==> src/rtl/sbp_pkg.sv <==
package sbp_pkg;
  typedef enum logic [2:0] {
    BR_UNCOND = 3'd0,
    BR_COND   = 3'd1,
    BR_INDIR  = 3'd2,
    BR_CALL   = 3'd3,
    BR_RET    = 3'd4
  } br_class_e;

  function automatic logic is_known_class(input logic [2:0] c);
    return c <= 3'd4;
  endfunction
endpackage

==> src/rtl/sbp_dir_rules.sv <==
module sbp_dir_rules
  import sbp_pkg::*;
#(
  parameter int AW = 32
) (
  input  logic          valid,
  input  logic [2:0]    cls,
  input  logic [AW-1:0] pc,
  input  logic [AW-1:0] target,
  input  logic [AW-1:0] fallthru,
  input  logic [AW-1:0] stack_top,
  input  logic          stack_empty,
  output logic          taken,
  output logic [AW-1:0] next_pc,
  output logic          lowconf,
  output logic          do_push,
  output logic          do_pop
);
  logic backward;
  assign backward = target < pc;

  always_comb begin
    taken   = 1'b0;
    next_pc = fallthru;
    lowconf = 1'b0;
    do_push = 1'b0;
    do_pop  = 1'b0;
    if (valid && is_known_class(cls)) begin
      case (br_class_e'(cls))
        BR_UNCOND: begin
          taken   = 1'b1;
          next_pc = target;
        end
        BR_COND: begin
          taken   = backward;
          next_pc = backward ? target : fallthru;
        end
        BR_CALL: begin
          taken   = 1'b1;
          next_pc = target;
          do_push = 1'b1;
        end
        BR_RET: begin
          taken = 1'b1;
          if (stack_empty) begin
            lowconf = 1'b1;
          end else begin
            next_pc = stack_top;
            do_pop  = 1'b1;
          end
        end
        default: begin
          taken   = 1'b0;
          next_pc = fallthru;
        end
      endcase
    end
  end
endmodule

==> src/rtl/sbp_ras_ctrl.sv <==
module sbp_ras_ctrl #(
  parameter int DEPTH = 16,
  localparam int PTRW = $clog2(DEPTH),
  localparam int CNTW = $clog2(DEPTH + 1),
  localparam int STW  = CNTW + PTRW
) (
  input  logic            clk,
  input  logic            rst,
  input  logic            push,
  input  logic            pop,
  input  logic            flush,
  input  logic [STW-1:0]  flush_state,
  output logic [STW-1:0]  state,
  output logic            empty,
  output logic            wr_en,
  output logic [PTRW-1:0] wr_idx,
  output logic [PTRW-1:0] rd_idx
);
  localparam logic [CNTW-1:0] FULL_CNT = CNTW'(DEPTH);
  localparam logic [PTRW-1:0] LAST_IDX = PTRW'(DEPTH - 1);

  logic [PTRW-1:0] ptr_q;
  logic [CNTW-1:0] cnt_q;
  logic [PTRW-1:0] ptr_inc;
  logic [PTRW-1:0] ptr_dec;

  assign ptr_inc = (ptr_q == LAST_IDX) ? '0 : ptr_q + 1'b1;
  assign ptr_dec = (ptr_q == '0) ? LAST_IDX : ptr_q - 1'b1;

  assign empty  = (cnt_q == '0);
  assign wr_en  = push && !flush;
  assign wr_idx = ptr_q;
  assign rd_idx = ptr_dec;
  assign state  = {cnt_q, ptr_q};

  always_ff @(posedge clk) begin
    if (rst) begin
      ptr_q <= '0;
      cnt_q <= '0;
    end else if (flush) begin
      cnt_q <= flush_state[STW-1:PTRW];
      ptr_q <= flush_state[PTRW-1:0];
    end else if (push) begin
      ptr_q <= ptr_inc;
      if (cnt_q != FULL_CNT) cnt_q <= cnt_q + 1'b1;
    end else if (pop && !empty) begin
      ptr_q <= ptr_dec;
      cnt_q <= cnt_q - 1'b1;
    end
  end
endmodule

==> src/rtl/sbp_ras_mem.sv <==
module sbp_ras_mem #(
  parameter int AW    = 32,
  parameter int DEPTH = 16,
  localparam int PTRW = $clog2(DEPTH)
) (
  input  logic            clk,
  input  logic            we,
  input  logic [PTRW-1:0] waddr,
  input  logic [AW-1:0]   wdata,
  input  logic [PTRW-1:0] raddr,
  output logic [AW-1:0]   rdata
);
  logic [AW-1:0] mem [DEPTH];

  always_ff @(posedge clk) begin
    if (we) mem[waddr] <= wdata;
  end

  assign rdata = mem[raddr];
endmodule

==> src/rtl/sbp_static_pred.sv <==
module sbp_static_pred #(
  parameter int AW    = 32,
  parameter int DEPTH = 16,
  localparam int PTRW = $clog2(DEPTH),
  localparam int CNTW = $clog2(DEPTH + 1),
  localparam int STW  = CNTW + PTRW
) (
  input  logic           clk,
  input  logic           rst,
  input  logic           br_valid,
  input  logic [2:0]     br_class,
  input  logic [AW-1:0]  br_pc,
  input  logic [AW-1:0]  br_target,
  input  logic [AW-1:0]  br_fallthru,
  input  logic           flush_valid,
  input  logic [STW-1:0] flush_state,
  output logic           pred_taken,
  output logic [AW-1:0]  pred_next_pc,
  output logic           pred_lowconf,
  output logic [STW-1:0] ras_state
);
  logic            push;
  logic            pop;
  logic            empty;
  logic            wr_en;
  logic [PTRW-1:0] wr_idx;
  logic [PTRW-1:0] rd_idx;
  logic [AW-1:0]   top_addr;

  sbp_dir_rules #(.AW(AW)) u_rules (
    .valid       (br_valid),
    .cls         (br_class),
    .pc          (br_pc),
    .target      (br_target),
    .fallthru    (br_fallthru),
    .stack_top   (top_addr),
    .stack_empty (empty),
    .taken       (pred_taken),
    .next_pc     (pred_next_pc),
    .lowconf     (pred_lowconf),
    .do_push     (push),
    .do_pop      (pop)
  );

  sbp_ras_ctrl #(.DEPTH(DEPTH)) u_ctrl (
    .clk         (clk),
    .rst         (rst),
    .push        (push),
    .pop         (pop),
    .flush       (flush_valid),
    .flush_state (flush_state),
    .state       (ras_state),
    .empty       (empty),
    .wr_en       (wr_en),
    .wr_idx      (wr_idx),
    .rd_idx      (rd_idx)
  );

  sbp_ras_mem #(.AW(AW), .DEPTH(DEPTH)) u_mem (
    .clk   (clk),
    .we    (wr_en),
    .waddr (wr_idx),
    .wdata (br_fallthru),
    .raddr (rd_idx),
    .rdata (top_addr)
  );
endmodule

==> config.mk <==
export PLATFORM = sky130hd
export DESIGN_NAME = sbp_static_pred
export DESIGN_NICKNAME = d
export VERILOG_FILES = /design/src/rtl/sbp_pkg.sv /design/src/rtl/sbp_dir_rules.sv /design/src/rtl/sbp_ras_ctrl.sv /design/src/rtl/sbp_ras_mem.sv /design/src/rtl/sbp_static_pred.sv
export SDC_FILE = /design/constraint.sdc
export NUM_CORES = 1
export LEC_CHECK = 0
export ABC_CLOCK_PERIOD_IN_PS = 7220
export BUFFER_PORTS_ARGS = -buffer_cell sky130_fd_sc_hd__buf_2
export CAP_MARGIN = 10
export CORE_MARGIN = 2
export CORE_UTILIZATION = 50
export DETAILED_ROUTE_END_ITERATION = 16
export GPL_TIMING_DRIVEN = 0
export MAX_ROUTING_LAYER = met4
export PLACE_DENSITY = 0.68
export SETUP_SLACK_MARGIN = 0.5
export SLEW_MARGIN = 10
export SYNTH_ARGS = -nofsm -noshare
export SYNTH_HDL_FRONTEND = slang
export SYNTH_HIERARCHICAL = 1
export SYNTH_SLANG_ARGS = --single-unit
export TNS_END_PERCENT = 5
==> constraint.sdc <==
create_clock -name clk -period 7.22 [get_ports clk]
set_input_delay 0 -clock clk [delete_from_list [all_inputs] [get_ports clk]]
set_output_delay 0 -clock clk [all_outputs]
set_load 0.02 [all_outputs]
**Word level (Yosys, flattened, before mapping)**

Memories as Yosys holds them, arrays and structs flattened.
Cells that the tools add are included.

- Output and inout bits: 43
- Logic and storage cells: 52
- Memories: 1
- Bits in writable memories: 512
- Flip-flop bits (word level): 9
- Input port bits: 112

- Mux-type cells: 25
- Reductions and logical operators: 12
- Eq/ne operators: 6
- $lt $le $gt $ge: 2
- Add/subtract/negate cells: 4

Memories:

| name | depth | width | read ports | clocked after Yosys merged registers in | write ports | line | text |
|---|---|---|---|---|---|---|---|
| u_mem.mem | 16 | 32 | 1 | 0 | 1 | sbp_ras_mem.sv:13 | `logic [AW-1:0] mem [DEPTH];` |

Operators by type and width:

| operator | count |
|---|---|
| 32-bit two-way mux | 3 |
| 32-bit one-hot mux with 3 select lines | 1 |
| 32-bit < comparator | 1 |
| 4-bit two-way mux | 5 |
| 5-bit two-way mux | 4 |
| 1-bit two-way mux | 11 |
| 5-bit by 1-bit adder with 5-bit output, second input constant | 1 |
| 5-bit zero test | 1 |
| 5-bit inequality test, second input constant | 1 |
| 5-bit by 1-bit subtractor with 5-bit output, second input constant | 1 |
| 4-bit by 1-bit adder with 4-bit output, second input constant | 1 |
| 4-bit == test, second input constant | 1 |
| 4-bit zero test | 1 |
| 4-bit by 1-bit subtractor with 4-bit output, second input constant | 1 |
| 3-bit by 1-bit == test with 1-bit output, second input constant | 1 |
| 3-bit by 2-bit == test with 1-bit output, second input constant | 1 |
| 3-bit == test, second input constant | 1 |
| 3-bit less-or-equal comparator, second input constant | 1 |
| 1-bit logical AND | 3 |
| 3-bit zero test | 1 |
| 3-bit inequality test, second input constant | 1 |
| 3-bit nonzero test | 1 |
| 3-bit OR reduction | 1 |
| 1-bit zero test | 2 |
| 3 further kinds | 3 |

**Logic depth before layout (Yosys ltp)**

- Depth after elaboration: 8
- Depth in mapped cells: 15
- Gate-level depth less buffers: 13

**Modules after synthesis**

The synthesis kept the hierarchy.

Modules (own cells, without submodules):

| module | instances | area each (µm²) | cells an instance | seq. area each (µm²) |
|---|---|---|---|---|
| sbp_ras_mem | 1 | 19213.4 | 806 | 15374.7 |
| sbp_dir_rules | 1 | 2675.1 | 412 | 0.0 |
| sbp_ras_ctrl | 1 | 837.1 | 111 | 180.2 |

**Worst setup path before layout**

Ideal clock, no wire load.

- Path type: in2reg
- From: input br_class[2]
- To: memory u_mem.mem[0][0], enable pin
- Stages on the path: 8
- Buffers on the path: 2
- Data arrival time: 4.031 ns
- Slack: 2.728 ns
- Setup time: 0.461 ns
- Required time: 6.759 ns
- Cells stage by stage: buf_2 nor2_1 clkbuf_1 and2_1 inv_1 nor2_1 or3b_2 nor3_1

- Cells in the longest elaborated chain, start to end: 6
- Elaborated cells between the ends (all ways): 8
- Classes of those cells: order compare: 1; eq/ne: 1; mux: 4; reduce/logical: 2

Ends and longest elaborated chain:

| element | line | text |
|---|---|---|
| from (decl) | sbp_static_pred.sv:11 | `input logic [2:0] br_class,` |
| 3-bit less-or-equal comparator / 3-bit by 2-bit == test with 1-bit output (equally long branches) | sbp_pkg.sv:11, sbp_dir_rules.sv:29 |  |
| 1-bit logical AND / 1-bit two-way mux (equally long branches) | sbp_dir_rules.sv:28, sbp_dir_rules.sv:29 |  |
| 1-bit two-way mux * | sbp_dir_rules.sv:28 | `if (valid && is_known_class(cls)) begin` |
| net push | sbp_static_pred.sv:22 | `logic push;` |
| 1-bit logical AND * | sbp_ras_ctrl.sv:31 | `assign wr_en = push && !flush;` |
| net wr_en | sbp_static_pred.sv:25 | `logic wr_en;` |
| 1-bit two-way mux * | sbp_ras_mem.sv:16 | `if (we) mem[waddr] <= wdata;` |
| 1-bit two-way mux (implied by the code) * | sbp_ras_mem.sv:16 |  |
| to (decl) | sbp_ras_mem.sv:13 |  |

Mark *: on every way through the listed nets, which the timed path passes. The rest lies on a longest branch.

**Worst setup path in the final report**

- From: register u_ctrl.ptr_q[0] (netlist: u_ctrl/wr_idx[0])
- To: output pred_next_pc[5]

- Cells in the longest elaborated chain, start to end: 6
- Elaborated cells between the ends (all ways): 7
- Classes of those cells: add/sub: 1; mux: 4; reduce/logical: 1; memory: 1

Ends and longest elaborated chain:

| element | line | text |
|---|---|---|
| from (decl) | sbp_ras_ctrl.sv:22 | `logic [PTRW-1:0] ptr_q;` |
| from (signal assigned) | sbp_ras_ctrl.sv:42 | `ptr_q <= flush_state[PTRW-1:0];` |
| from (signal assigned) | sbp_ras_ctrl.sv:44 | `ptr_q <= ptr_inc;` |
| from (signal assigned) | sbp_ras_ctrl.sv:47 | `ptr_q <= ptr_dec;` |
| 4-bit by 1-bit subtractor with 4-bit output / 4-bit zero test (equally long branches) | sbp_ras_ctrl.sv:28 | `assign ptr_dec = (ptr_q == '0) ? LAST_IDX : ptr_q - 1'b1;` |
| 4-bit two-way mux * | sbp_ras_ctrl.sv:28 |  |
| net rd_idx[3] | sbp_static_pred.sv:27 | `logic [PTRW-1:0] rd_idx;` |
| memory 16 x 32 bit * | -- |  |
| net top_addr[5] | sbp_static_pred.sv:28 | `logic [AW-1:0] top_addr;` |
| 32-bit two-way mux * | sbp_dir_rules.sv:45 | `if (stack_empty) begin` |
| 32-bit one-hot mux with 3 select lines * | sbp_dir_rules.sv:29 | `case (br_class_e'(cls))` |
| 32-bit two-way mux * | sbp_dir_rules.sv:28 |  |
| to (decl) | sbp_static_pred.sv:18 | `output logic [AW-1:0] pred_next_pc,` |

Marks and branches as above.

==> flow_summary.json <==
{
  "status": "finished clean",
  "worstPathArrival_ps": 4670,
  "ys.flop_type": "edfxtp_1",
  "endpoint_kind": "primary output",
  "cts.sink_count": 521,
  "dp_hpwl_um": 39620,
  "finalCriticalPeriod_ps": 4674,
  "power.net_switching_mw": 1.689,
  "synth.avg_cell_area_sq_um": 17.10,
  "place.gp.congestion": 0.8371,
  "row_count": 78,
  "clkPwrFrac_pct": 37.7,
  "cts_buffer_depth": 3,
  "finalHoldViolCount": 0,
  "critPathKind": "flip-flop to primary output",
  "initial_core_util_pct": 50.40,
  "routed_wl_um": 58960,
  "nets": 1760,
  "synthMuxAreaShare_pct": 14.19,
  "max_cap_viol_count": 0,
  "combPwrFrac_pct": 13.7,
  "worstSkewPairLatency_ps": 590,
  "fmaxAchievable_ghz": 0.2139,
  "stdcell_area_sq_mm": 0.02690,
  "hold_path_class": "input pin to flip-flop",
  "cts_tree": "yes",
  "hold_ws_ps": 41.11,
  "p_seq_share_pct": 48.6,
  "clkSlewWorstSetupHoldPaths_ps": 60,
  "routed-via-count": 13950,
  "tightest_slew_ps": 934.6,
  "antenna_found_initial": 1,
  "drive_above_1_share_pct": 26.47,
  "grt_pass1_wl_um": 86760,
  "power.share.switching_pct": 24.59,
  "reg2regPathDepth": 12,
  "path_max_fanout": 10,
  "p_leak_nw": 9.341,
  "multi_input_area_sq_mm": 0.006670,
  "synth_adder_area_share_pct": 2.070,
  "synthArstFlopShare_pct": 0,
  "hold_path_end": "u_ctrl/cnt_q[1]",
  "track_usage_pct": 25.99,
  "seq_area_sq_mm": 0.01555,
  "synth_compound_area_share_pct": 7.306,
  "synth_cell_type_count": 56,
  "finalMaxSlewViolations": 0,
  "hold_depth": 3,
  "die_w_um": 217.2,
  "cp.required_ps": 7220,
  "finalCritPeriodShare_pct": 64.74,
  "synth-xor-area-share_pct": 0.1542,
  "synth_fp_nets": 1478,
  "critPathLaunchType": "flip-flop",
  "synth_top_family_by_area": "multiplexers",
  "timing.rr.start": "u_ctrl/cnt_q[1]",
  "cts_resized": 0,
  "first_pass_iters": 6,
  "placed_area_sq_mm": 0.02482,
  "cts_root_buffer": "clkbuf_16",
  "ys_seq_elements": 521,
  "n_fill_cell": 3373,
  "htreeDepth": 2,
  "drc": 0,
  "die_h_um": 217.2,
  "gr-total-overflow": 0,
  "intPower_mw": 5.181,
  "reg2reg_to": "u_ctrl/wr_idx[0]",
  "ys_seq_area_share_pct": 68.45,
  "dieArea_sq_mm": 0.04717,
  "clock_skew_ps": 13.34,
  "grt_pass1_vias": 13600,
  "ir_drop_mv": 0.1806,
  "post_drt_via_cell_ratio": 6.195,
  "ios": 155,
  "r2r_slack_ps": 3920,
  "finalSetupViolCount": 0,
  "synth_cells": 1329,
  "core_sq_mm": 0.04509,
  "yosys_warnings": 6,
  "port_buffers": 153,
  "synth-edff-count": 512,
  "cts_buffers": 52,
  "hp-start": "rst",
  "slew_headroom_pct": 37.69,
  "syn_area_sq_mm": 0.02273,
  "drt-initial-drc-count": 1496,
  "area_growth_pct": 18.36,
  "routedWlPerCell_um": 26.18,
  "grt_max_degree": 20,
  "crit_start": "u_ctrl/wr_idx[0]",
  "cellPowerDensity_mw_per_mm2": 255.4,
  "synthSimpleGateAreaFrac_pct": 5.148,
  "rsz0062_at_grt": "no",
  "postRouteAntennaNets": 0
}
==> layout by cell type (no fill, tap or decap), types with 37 or more instances in the layout <==
cell type / netlist / routed
a21oi_1: 53 / 53
a22oi_1: 64 / 64
buf_2: 8 / 161
clkbuf_1: 45 / 53
clkbuf_16: 0 / 53
dlygate4sd3_1: 0 / 45
edfxtp_1: 512 / 512
inv_1: 39 / 39
mux4_2: 128 / 128
nand2_1: 84 / 84
nor2b_1: 69 / 69
o21ai_0: 37 / 37
==> synthesized netlist by cell type (4+ instances only) <==
cell | n | area (sq um)
nor3_1 | 8 | 40.04
nand2_1 | 84 | 315.3
clkbuf_1 | 45 | 168.9
nand3_1 | 6 | 30.03
buf_2 | 8 | 40.04
a22oi_1 | 64 | 480.5
a211oi_1 | 5 | 37.54
ha_1 | 36 | 450.4
nand2b_1 | 7 | 43.79
inv_1 | 39 | 146.4
nor2_1 | 33 | 123.9
a31oi_1 | 4 | 25.02
edfxtp_1 | 512 | 15370
nor2b_1 | 69 | 431.7
buf_4 | 15 | 112.6
buf_6 | 4 | 45.04
o21ai_0 | 37 | 185.2
buf_1 | 9 | 33.78
dfxtp_1 | 9 | 180.2
mux2i_1 | 33 | 330.3
o22ai_1 | 33 | 206.5
a221oi_1 | 34 | 297.8
nand4_1 | 4 | 25.02
mux4_2 | 128 | 2883
a21oi_1 | 53 | 265.3
xor2_1 | 4 | 35.03
==> kinds of logic after synthesis <==
group	after synthesis
DFF	521
muxes	162
xor gates and xnor gates	4
AOI/OAI and AO/OA	249
adders and majority gates	37
buffers and inverters	124
and+or+nand+nor	232
==> worst max-delay path by stage <==
| stage | cells after the start | slack (ps) | endpoint |
|---|---|---|---|
| finish | 16 | 2550 | pred_next_pc[5] |
| global route | 16 | 2380 | pred_next_pc[5] |
| CTS | 16 | 2620 | pred_next_pc[5] |
| detailed placement | 11 | 3250 | u_mem/mem[8][8] |
| global placement | 8 | -520 | u_mem/mem[0][16] |
| floorplan | 8 | 2730 | u_mem/mem[0][0] |
==> stage by stage <==
stage | power (mW) | instances | TNS [ps] | util, % | worst slack [ps]
global route | 7.082 | 2252 | 0 | 59.65 | 2376
finish | 6.870 | 2252 | 0 | 59.65 | 2546
detailed placement | 4.320 | 2112 | 0 | 55.05 | 3253
global placement | 4.297 | 2082 | -34340 | 53.77 | -519.5
floorplan | 3.976 | 1329 | 0 | - | 2728
CTS | 6.907 | 2251 | 0 | 59.65 | 2615
==> power by group through the flow <==
stage | clock network [mW] | registers (mW) | logic, mW
3_3_place_gp | 0 | 3.40 | 0.894
4_1_cts | 2.63 | 3.34 | 0.942
3_5_place_dp | 0 | 3.40 | 0.918
2_1_floorplan | 0 | 3.41 | 0.569
6_report | 2.59 | 3.34 | 0.942
5_1_grt | 2.74 | 3.34 | 1.01
==> what timing repair did <==
item,4_1_cts,5_1_grt
buffers inserted,0,0
hold buffers,45,0
hold endpoints to repair,521,0
==> state kept, by name, indices dropped and copies added (netlist names) <==
name,count
u_ctrl/cnt_q,5
u_ctrl/wr_idx,4
u_mem/mem,512
==> routing by layer <==
layer | part of all wire, % | vias up | GRT usage, %
met5 | 0 | - | -
met4 | 2.6 | 0 | 8.151
met3 | 8.0 | 115 | 3.452
met2 | 49 | 653 | 40.97
met1 | 40 | 7221 | 35.63
li1 | - | 5963 | -
==> layout make-up <==
| type | count | area share (%) |
|---|---|---|
| plain buffers | 84 | 1.712 |
| repair buffers | 228 | 6.271 |
| clock inverters | 33 | 0.9862 |
| inverters | 40 | 0.5582 |
| multi-input cells | 684 | 24.80 |
| well taps | 600 | 2.791 |
| diodes | 1 | 0.009304 |
| flip-flops and latches | 521 | 57.83 |
| clock buffers | 61 | 5.043 |
==> critical path: stages, from the launching register on <==
cell	delay (ps)
dfxtp_1	420
inv_2	110
ha_1	230
o21bai_1	130
a21oi_1	80
a21oi_1	360
and2_1	190
clkbuf_1	330
clkbuf_1	560
a22oi_1	270
nand2_1	120
a21oi_1	60
o21ai_0	290
nor2b_1	210
o22ai_1	120
mux2i_1	360
buf_2	240
Note: power is estimated with default switching activity, not from simulation.
